### src/rtl/hz_pkg.sv
package hz_pkg;
  typedef enum logic [3:0] {
    CL_PLAIN   = 4'd0,
    CL_LOAD    = 4'd1,
    CL_FSTORE  = 4'd2,
    CL_LSOTHER = 4'd3,
    CL_SHIFT   = 4'd4,
    CL_FDIVSQ  = 4'd5,
    CL_FARITH  = 4'd6,
    CL_FXFORM  = 4'd7,
    CL_FINNER  = 4'd8,
    CL_FOTHER  = 4'd9
  } cls_e;

  function automatic logic is_fe(input logic [3:0] c);
    return (c >= 4'd5) && (c <= 4'd9);
  endfunction

  function automatic logic is_ls(input logic [3:0] c);
    return (c >= 4'd1) && (c <= 4'd3);
  endfunction
endpackage

### src/rtl/hz_rules.sv
module hz_rules #(
  parameter int INT_REGS = 16,
  parameter int FLT_REGS = 16,
  parameter int LAT_W    = 6,
  localparam int MW = INT_REGS + FLT_REGS + 1,
  localparam int CW = LAT_W + 1
) (
  input  logic [3:0]       lead_class,
  input  logic [MW-1:0]    lead_dst,
  input  logic [MW-1:0]    lead_src,
  input  logic [LAT_W-1:0] lead_lat,
  input  logic             lead_dbl,
  input  logic [3:0]       trail_class,
  input  logic [MW-1:0]    trail_dst,
  input  logic [MW-1:0]    trail_src,
  input  logic             trail_dbl,
  output logic [CW-1:0]    count
);
  import hz_pkg::*;
  localparam int SW = LAT_W + 3;

  logic [MW-1:0] waw_mask;
  logic raw_hit, waw_hit, war_hit, lead_wr_flt;
  logic signed [SW-1:0] base, raw_v, waw_v, war_v, best;

  assign waw_mask    = {1'b0, {(MW-1){1'b1}}};
  assign raw_hit     = |(lead_dst & trail_src);
  assign war_hit     = |(lead_src & trail_dst);
  assign waw_hit     = is_fe(lead_class) && is_ls(trail_class) &&
                       (|(lead_dst & trail_dst & waw_mask));
  assign lead_wr_flt = |lead_dst[INT_REGS +: FLT_REGS];
  assign base        = signed'({3'b000, lead_lat});

  always_comb begin
    raw_v = '0;
    if (raw_hit) begin
      raw_v = base;
      if (lead_class == CL_LOAD && trail_class == CL_SHIFT)
        raw_v = raw_v + SW'(1);
      if (is_fe(lead_class) && trail_class == CL_FSTORE)
        raw_v = raw_v - SW'(1);
      if (lead_wr_flt && (raw_v < SW'(2)) &&
          (trail_dbl || trail_class == CL_FINNER || trail_class == CL_FXFORM))
        raw_v = SW'(2);
    end
    if (raw_v < 0) raw_v = '0;
  end

  always_comb begin
    waw_v = '0;
    if (waw_hit)
      waw_v = (lead_class == CL_FDIVSQ) ? base - SW'(1) : base - SW'(2);
    if (waw_v < 0) waw_v = '0;
  end

  always_comb begin
    war_v = '0;
    if (war_hit) begin
      if (lead_class == CL_FXFORM)                 war_v = SW'(5);
      else if (lead_class == CL_FARITH && lead_dbl) war_v = SW'(2);
    end
  end

  always_comb begin
    best = raw_v;
    if (waw_v > best) best = waw_v;
    if (war_v > best) best = war_v;
  end

  assign count = best[CW-1:0];
endmodule

### src/rtl/hz_countdown.sv
module hz_countdown #(
  parameter int CW = 7
) (
  input  logic          clk,
  input  logic          rst,
  input  logic          load_req,
  input  logic [CW-1:0] load_val,
  output logic          stall,
  output logic [CW-1:0] remaining,
  output logic [CW-1:0] last_count
);
  logic [CW-1:0] cnt_nxt;
  logic          accept;

  assign accept = load_req && (remaining == '0);

  always_comb begin
    if (remaining != '0) cnt_nxt = remaining - CW'(1);
    else if (accept)     cnt_nxt = load_val;
    else                 cnt_nxt = '0;
  end

  always_ff @(posedge clk) begin
    if (rst) begin
      remaining  <= '0;
      last_count <= '0;
      stall      <= 1'b0;
    end else begin
      remaining <= cnt_nxt;
      stall     <= (cnt_nxt != '0);
      if (accept) last_count <= load_val;
    end
  end
endmodule

### src/rtl/hazard_stall_unit.sv
module hazard_stall_unit #(
  parameter int INT_REGS = 16,
  parameter int FLT_REGS = 16,
  parameter int LAT_W    = 6,
  localparam int MW = INT_REGS + FLT_REGS + 1,
  localparam int CW = LAT_W + 1
) (
  input  logic             clk,
  input  logic             rst,
  input  logic             pair_valid,
  input  logic [3:0]       lead_class,
  input  logic [MW-1:0]    lead_dst,
  input  logic [MW-1:0]    lead_src,
  input  logic [LAT_W-1:0] lead_lat,
  input  logic             lead_dbl,
  input  logic [3:0]       trail_class,
  input  logic [MW-1:0]    trail_dst,
  input  logic [MW-1:0]    trail_src,
  input  logic             trail_dbl,
  output logic             stall,
  output logic [CW-1:0]    remaining,
  output logic [CW-1:0]    last_count
);
  logic [CW-1:0] pair_count;

  hz_rules #(.INT_REGS(INT_REGS), .FLT_REGS(FLT_REGS), .LAT_W(LAT_W)) u_rules (
    .lead_class (lead_class),
    .lead_dst   (lead_dst),
    .lead_src   (lead_src),
    .lead_lat   (lead_lat),
    .lead_dbl   (lead_dbl),
    .trail_class(trail_class),
    .trail_dst  (trail_dst),
    .trail_src  (trail_src),
    .trail_dbl  (trail_dbl),
    .count      (pair_count)
  );

  hz_countdown #(.CW(CW)) u_count (
    .clk       (clk),
    .rst       (rst),
    .load_req  (pair_valid),
    .load_val  (pair_count),
    .stall     (stall),
    .remaining (remaining),
    .last_count(last_count)
  );
endmodule

### config.mk
export PLATFORM = sky130hd
export DESIGN_NAME = hazard_stall_unit
export DESIGN_NICKNAME = d
export VERILOG_FILES = /design/src/rtl/hz_pkg.sv /design/src/rtl/hz_rules.sv /design/src/rtl/hz_countdown.sv /design/src/rtl/hazard_stall_unit.sv
export SDC_FILE = /design/constraint.sdc
export NUM_CORES = 1
export LEC_CHECK = 0
export CAP_MARGIN = 40
export CORE_UTILIZATION = 40
export DETAILED_ROUTE_END_ITERATION = 10
export PLACE_DENSITY = 0.89
export SYNTH_ARGS = -nofsm -noshare
export SYNTH_HDL_FRONTEND = slang
export SYNTH_SLANG_ARGS = --single-unit
### constraint.sdc
create_clock -name clk -period 14 [get_ports clk]
set_input_delay 3.5 -clock clk [delete_from_list [all_inputs] [get_ports clk]]
set_output_delay 3.5 -clock clk [all_outputs]
set_load 0.03 [all_outputs]
# Word-level counts from Yosys, hierarchy flattened
# Cells that the tools add are included.
[word_totals]
ff_bits = 15
wordCells = 64
output_inout_bits = 15
input_bits = 151
[op_classes]
n_bitwise = 3
eq_ne = 8
n_lt_le_gt_ge = 9
reduce_logical = 19
mux = 17
addsub = 5
[ops]
columns = ["cell", "count"]
rows = [
  ["2-to-1 mux 9 bit", 13],
  ["bitwise AND 33 bit", 2],
  ["OR reduction 33 bit", 2],
  ["bitwise AND 32 bit", 1],
  ["OR reduction 32 bit", 1],
  ["2-to-1 mux 7 bit", 3],
  ["== test 4 x 3 -> 1 bit (second input constant)", 5],
  ["greater-than comparator 9 bit", 2],
  ["less-than comparator 9 x 1 -> 1 bit (second input constant)", 2],
  ["OR reduction 16 bit", 1],
  ["nonzero test 7 bit", 2],
  ["logical AND 1 bit", 10],
  ["less-than comparator 9 x 3 -> 1 bit (second input constant)", 1],
  ["subtractor 9 x 2 -> 9 bit (second input constant)", 1],
  ["adder 6 x 1 -> 7 bit (second input constant)", 1],
  ["zero test 7 bit", 1],
  ["subtractor 6 x 1 -> 7 bit (second input constant)", 1],
  ["subtractor 6 x 2 -> 7 bit (second input constant)", 1],
  ["subtractor 7 x 1 -> 7 bit (second input constant)", 1],
  ["== test 4 x 1 -> 1 bit (second input constant)", 1],
  ["== test 4 x 2 -> 1 bit (second input constant)", 1],
  ["== test 4 bit (second input constant)", 1],
  [">= comparator 4 x 1 -> 1 bit (second input constant)", 1],
  [">= comparator 4 x 3 -> 1 bit (second input constant)", 1],
  ["other kinds (4)", 5],
]

# Depth between registers and ports, before layout
[logic_depth]
ltp_word = 21
mapped_depth = 28

# Cells and area by module
# From an unflattened synthesis, not the netlist that was laid out.
[hier_totals]
hier_cells = 327
hier_area_um2 = 2541.2
[modules_own_cells]
columns = ["mod", "cells_each", "area_per_inst_um2", "n_inst"]
rows = [
  ["hz_rules", 237, 1806.7, 1],
  ["hz_countdown", 90, 734.5, 1],
]

# Least setup slack after synthesis
# OpenSTA, ideal clock, no wires.
[synth_path]
kind = "input-to-reg"
from = "in trail_class[0]"
to = "reg u_count.stall"
path_buffers = 0
arrival_time_ns = 8.130
cell_stages = 25
required_time_ns = 13.919
setup_slack_ns = 5.789
cell_sequence = "or4_1 -> o21ai_0 -> and2_1 -> ha_1 -> and3_1 -> nand4_2 -> mux2_2 -> o31ai_1 -> nand2_1 -> ha_1 -> nor2b_1 -> o21a_1 -> o211ai_1 -> a21o_1 -> o311a_1 -> o31ai_1 -> o22ai_1 -> ha_1 -> nor2b_1 -> o21ai_0 -> a32oi_1 -> o211ai_2 -> or2_4 -> a211o_1 -> a41oi_1"
[synth_between]
elab_chain_len = 21
word_cells_on_any_way = 35
cone_classes = "add/sub: 1; order compare: 7; eq/ne: 4; mux: 13; reduce/logical: 10"
[synth_rtl]
columns = ["element", "line_no", "text"]
rows = [
  ["start: declaration", "hazard_stall_unit.sv:16", "input logic [3:0] trail_class,"],
  ["== test 4 x 3 -> 1 bit", "hz_rules.sv:38", "if (lead_class == CL_LOAD && trail_class == CL_SHIFT)"],
  ["logical AND 1 bit", "hz_rules.sv:38", ""],
  ["2-to-1 mux 9 bit", "hz_rules.sv:38", ""],
  ["2-to-1 mux 9 bit", "hz_rules.sv:36", "if (raw_hit) begin"],
  ["subtractor 9 x 2 -> 9 bit", "hz_rules.sv:41", "raw_v = raw_v - SW'(1);"],
  ["2-to-1 mux 9 bit", "hz_rules.sv:40", "if (is_fe(lead_class) && trail_class == CL_FSTORE)"],
  ["2-to-1 mux 9 bit", "hz_rules.sv:36", ""],
  ["less-than comparator 9 x 3 -> 1 bit", "hz_rules.sv:42", "if (lead_wr_flt && (raw_v < SW'(2)) &&"],
  ["[5 not listed]", "-", ""],
  ["2-to-1 mux 9 bit", "hz_rules.sv:46", "if (raw_v < 0) raw_v = '0;"],
  ["greater-than comparator 9 bit", "hz_rules.sv:66", "if (waw_v > best) best = waw_v;"],
  ["2-to-1 mux 9 bit *", "hz_rules.sv:66", ""],
  ["greater-than comparator 9 bit", "hz_rules.sv:67", "if (war_v > best) best = war_v;"],
  ["2-to-1 mux 7 bit *", "hz_rules.sv:67", ""],
  ["2-to-1 mux 7 bit *", "hz_countdown.sv:19", "else if (accept) cnt_nxt = load_val;"],
  ["2-to-1 mux 7 bit *", "hz_countdown.sv:18", "if (remaining != '0) cnt_nxt = remaining - CW'(1);"],
  ["nonzero test 7 bit *", "hz_countdown.sv:30", "stall <= (cnt_nxt != '0);"],
  ["end signal: assignment", "hz_countdown.sv:30", ""],
  ["end: declaration", "hz_countdown.sv:8", "output logic stall,"],
]
# Mark *: on every way between the ends. The rest lies on a longest branch, timed or not. The select of a mux whose other input is x is not followed.
# A chain may end at the register's enable or synchronous reset.

# Final worst setup path
# Same ends and word-level chain as after synthesis.

==> flow_summary.yaml <==
outcome:
  status: "finished, final reports clean"
routing:
  via_count: 3348
  avgViaCountPerCell: 5.99
  dr.pass1.iters: 5
  ant_nets: 0
  wl_per_cell_um: 19.6
  drt-total-wl_um: 11000
  post-route-drc-count: 0
  drt_iter0_markers: 223
critical_path:
  critPathKind: "in2reg"
  cp_data_required_time_ns: 14.10
  worst_setup_path_end_kind: "register"
  cp_num_buf_inv: 1
  crit_family: "compound AO/OA/AOI/OAI gates"
  critical_path.max_fanout: 8
  max_stage_delay_ns: 0.58
  crit_top_cell: "ha_1"
  arrival_ns: 9.39
  slowest_stage: "clkdlybuf4s50_1"
  crit_path_start_kind: "input pin"
layout:
  fillers: 507
  n_antenna_cell: 0
  syn2layout_area_growth_pct: 71.0
  drive_gt1_share_pct: 5.58
  final_util_pct: 71.0
  final_nets: 652
  final_common_cell: "clkdlybuf4s50_1"
  final_cell_mix: "clkdlybuf4s50_1 (165), a22oi_1 (44), nand2_1 (37), nor2_1 (22), a21oi_1 (17)"
timing:
  max_freq_mhz: 108
  finalSetupTns_ns: 0
  min_period_ns: 9.29
  skew_ns: 0.00147
  finalWorstSetupSlack_ns: 4.71
  rsz0062_at_grt: "no"
  fin_crit_sh_pct: 66.3
  setup_viol: 0
  hold_viol_final: 0
  slew_violations: 0
  max_slew_margin_pct: 62.8
  worst_pin_slew_ns: 0.556
clock_network:
  cts_buffers: 3
  postCtsSetupRepairBufs: 0
  clockRootBuffer: "clkbuf_8"
  cts_tree: "done"
  post_cts_resized: 0
  htreeDepth: 1
  cts_sinks: 15
  cts_hold_buf: 0
  clk_latency_ns: 0.25
  clock_path_buffers: 2
  clk_pin_slew_worst_paths_ns: 0.06
global_routing:
  overflow: 0
  grt_util_all_layers_pct: 33.9
  grt_max_degree: 16
  antenna_found_initial: 0
  grt_pass1_vias: 3327
  grt_pass1_wl_um: 16600
synthesis:
  synth.net_count: 490
  yosysWarnings: 0
  synth-seq-area-share_pct: 12.1
  synth_cells: 323
  synth_edf_count: 0
  synth_ff_type: "dfxtp_1"
  syn_avg_cell_area_um2: 7.66
  synth_cell_types: 74
  async_reset_ff_share_pct: 0
  syn_area_um2: 2470
  synth_seq_cells: 15
floorplanning:
  start_util_pct: 41.5
  dieArea_um2: 6500
  core-area_um2: 5960
  rows: 28
  chipWidth_um: 80.6
  io_pins: 166
  fp.dieH_um: 80.6
placement:
  place.gp.congestion: 0.995
  port_buffers: 165
  place_worst_setup_slack_ns: 4.57
  dp_hpwl_um: 9670
power:
  leakage_nw: 1.57
  total_power_mw: 0.291
  peakVddDrop_mv: 0.0986
  power_density_nw_per_um2: 68.8
min_path:
  hold_path.class: "reg2reg"
flow_run:
  drv_cap: 0
## cell type report
type	count	area, um^2	area share (%)
timing repair buffer	165	1650	39.0
clock buffer	3	41.3	0.976
sequential	15	300	7.10
inverter	12	45.0	1.06
tap	75	93.8	2.22
multi-input combinational	288	2090	49.5
clock inverter	1	5.00	0.118
## per-layer routing
layer | GRT usage, % | up-vias | wire length [um]
met2 | 59.5 | 175 | 5230
met5 | 0 | - | 0
li1 | - | 1619 | -
met3 | 4.66 | 21 | 743
met4 | 9.82 | 0 | 235
met1 | 42.6 | 1533 | 4760
## Yosys cell counts (all sizes together), types with 2 or more instances
cell type   n  area, um^2
a22oi      44         330
nand2      37         139
nor2       22        82.6
a21oi      18        93.8
ha         16         200
dfxtp      15         300
nor4       13         111
inv        12        45.0
nand3      12        72.6
nand4      12        81.3
xor2       11         104
xnor2      10        95.1
o21ai       9        48.8
nor3        6        35.0
and3        5        31.3
buf         5        23.8
o211ai      5        47.5
and2        4        25.0
nand2b      4        25.0
nor2b       4        25.0
nor4b       4        53.8
o31ai       4        43.8
a211oi      3        27.5
a32oi       3        26.3
clkbuf      3        11.3
mux2        3        41.3
a222oi      2        20.0
a31oi       2        12.5
and4        2        20.0
o22ai       2        12.5
o31a        2        17.5
o32ai       2        17.5
or2         2        15.0
or4         2        15.0
## logic make-up after synthesis
logic type               Yosys count  synth area share [%]
flip-flops                        15                  12.1
AO/OA/AOI/OAI                    112                  34.1
multiplexers                       4                  2.07
XOR/XNOR                          21                  8.04
adder cells (fa/ha/maj)           16                  8.09
buffers and inverters             20                  3.24
AND/OR/NAND/NOR                  135                  32.3
## where the power goes
| part | switching [mW] | internal [mW] | leakage (nW) | total, mW |
|---|---|---|---|---|
| logic | 0.0995 | 0.0951 | 1.42 | 0.195 |
| registers | 0.00796 | 0.0535 | 0.123 | 0.0615 |
| clock network | 0.0151 | 0.0197 | 0.0255 | 0.0348 |
## worst reg2reg max path, stage by stage, from the launching register on
cell,delay (ns)
dfxtp_1,0.33
inv_1,0.08
ha_1,0.18
nand2b_1,0.08
nor2_1,0.11
nand2_1,0.10
nor2_1,0.15
nand2_1,0.24
nor4_1,0.36
a31oi_1,0.13
a41oi_1,0.20
## final timing paths
check	start	to	slack, ns	cells after the start
max reg2reg	u_count.remaining[0]	u_count.stall	11.97	10
min	u_count.last_count[1]	u_count.last_count[1]	0.46	2
max	trail_class[0]	u_count.stall	4.71	26
min reg2reg	u_count.last_count[1]	u_count.last_count[1]	0.46	2
## state kept, by name (all words and copies together) (netlist names)
name	flops
u_count.stall	1
u_count.remaining	7
u_count.last_count	7
## through the flow
stage,hold WS (ns),instances,area [um^2]
final,0.456,559,4230
after global routing,0.479,559,4230
after CTS,0.456,559,4230
after detailed placement,0.448,555,4180
after global placement,0.444,555,4180
after floorplan,0.574,323,2470
Note: power is estimated with default switching activity, not from simulation.
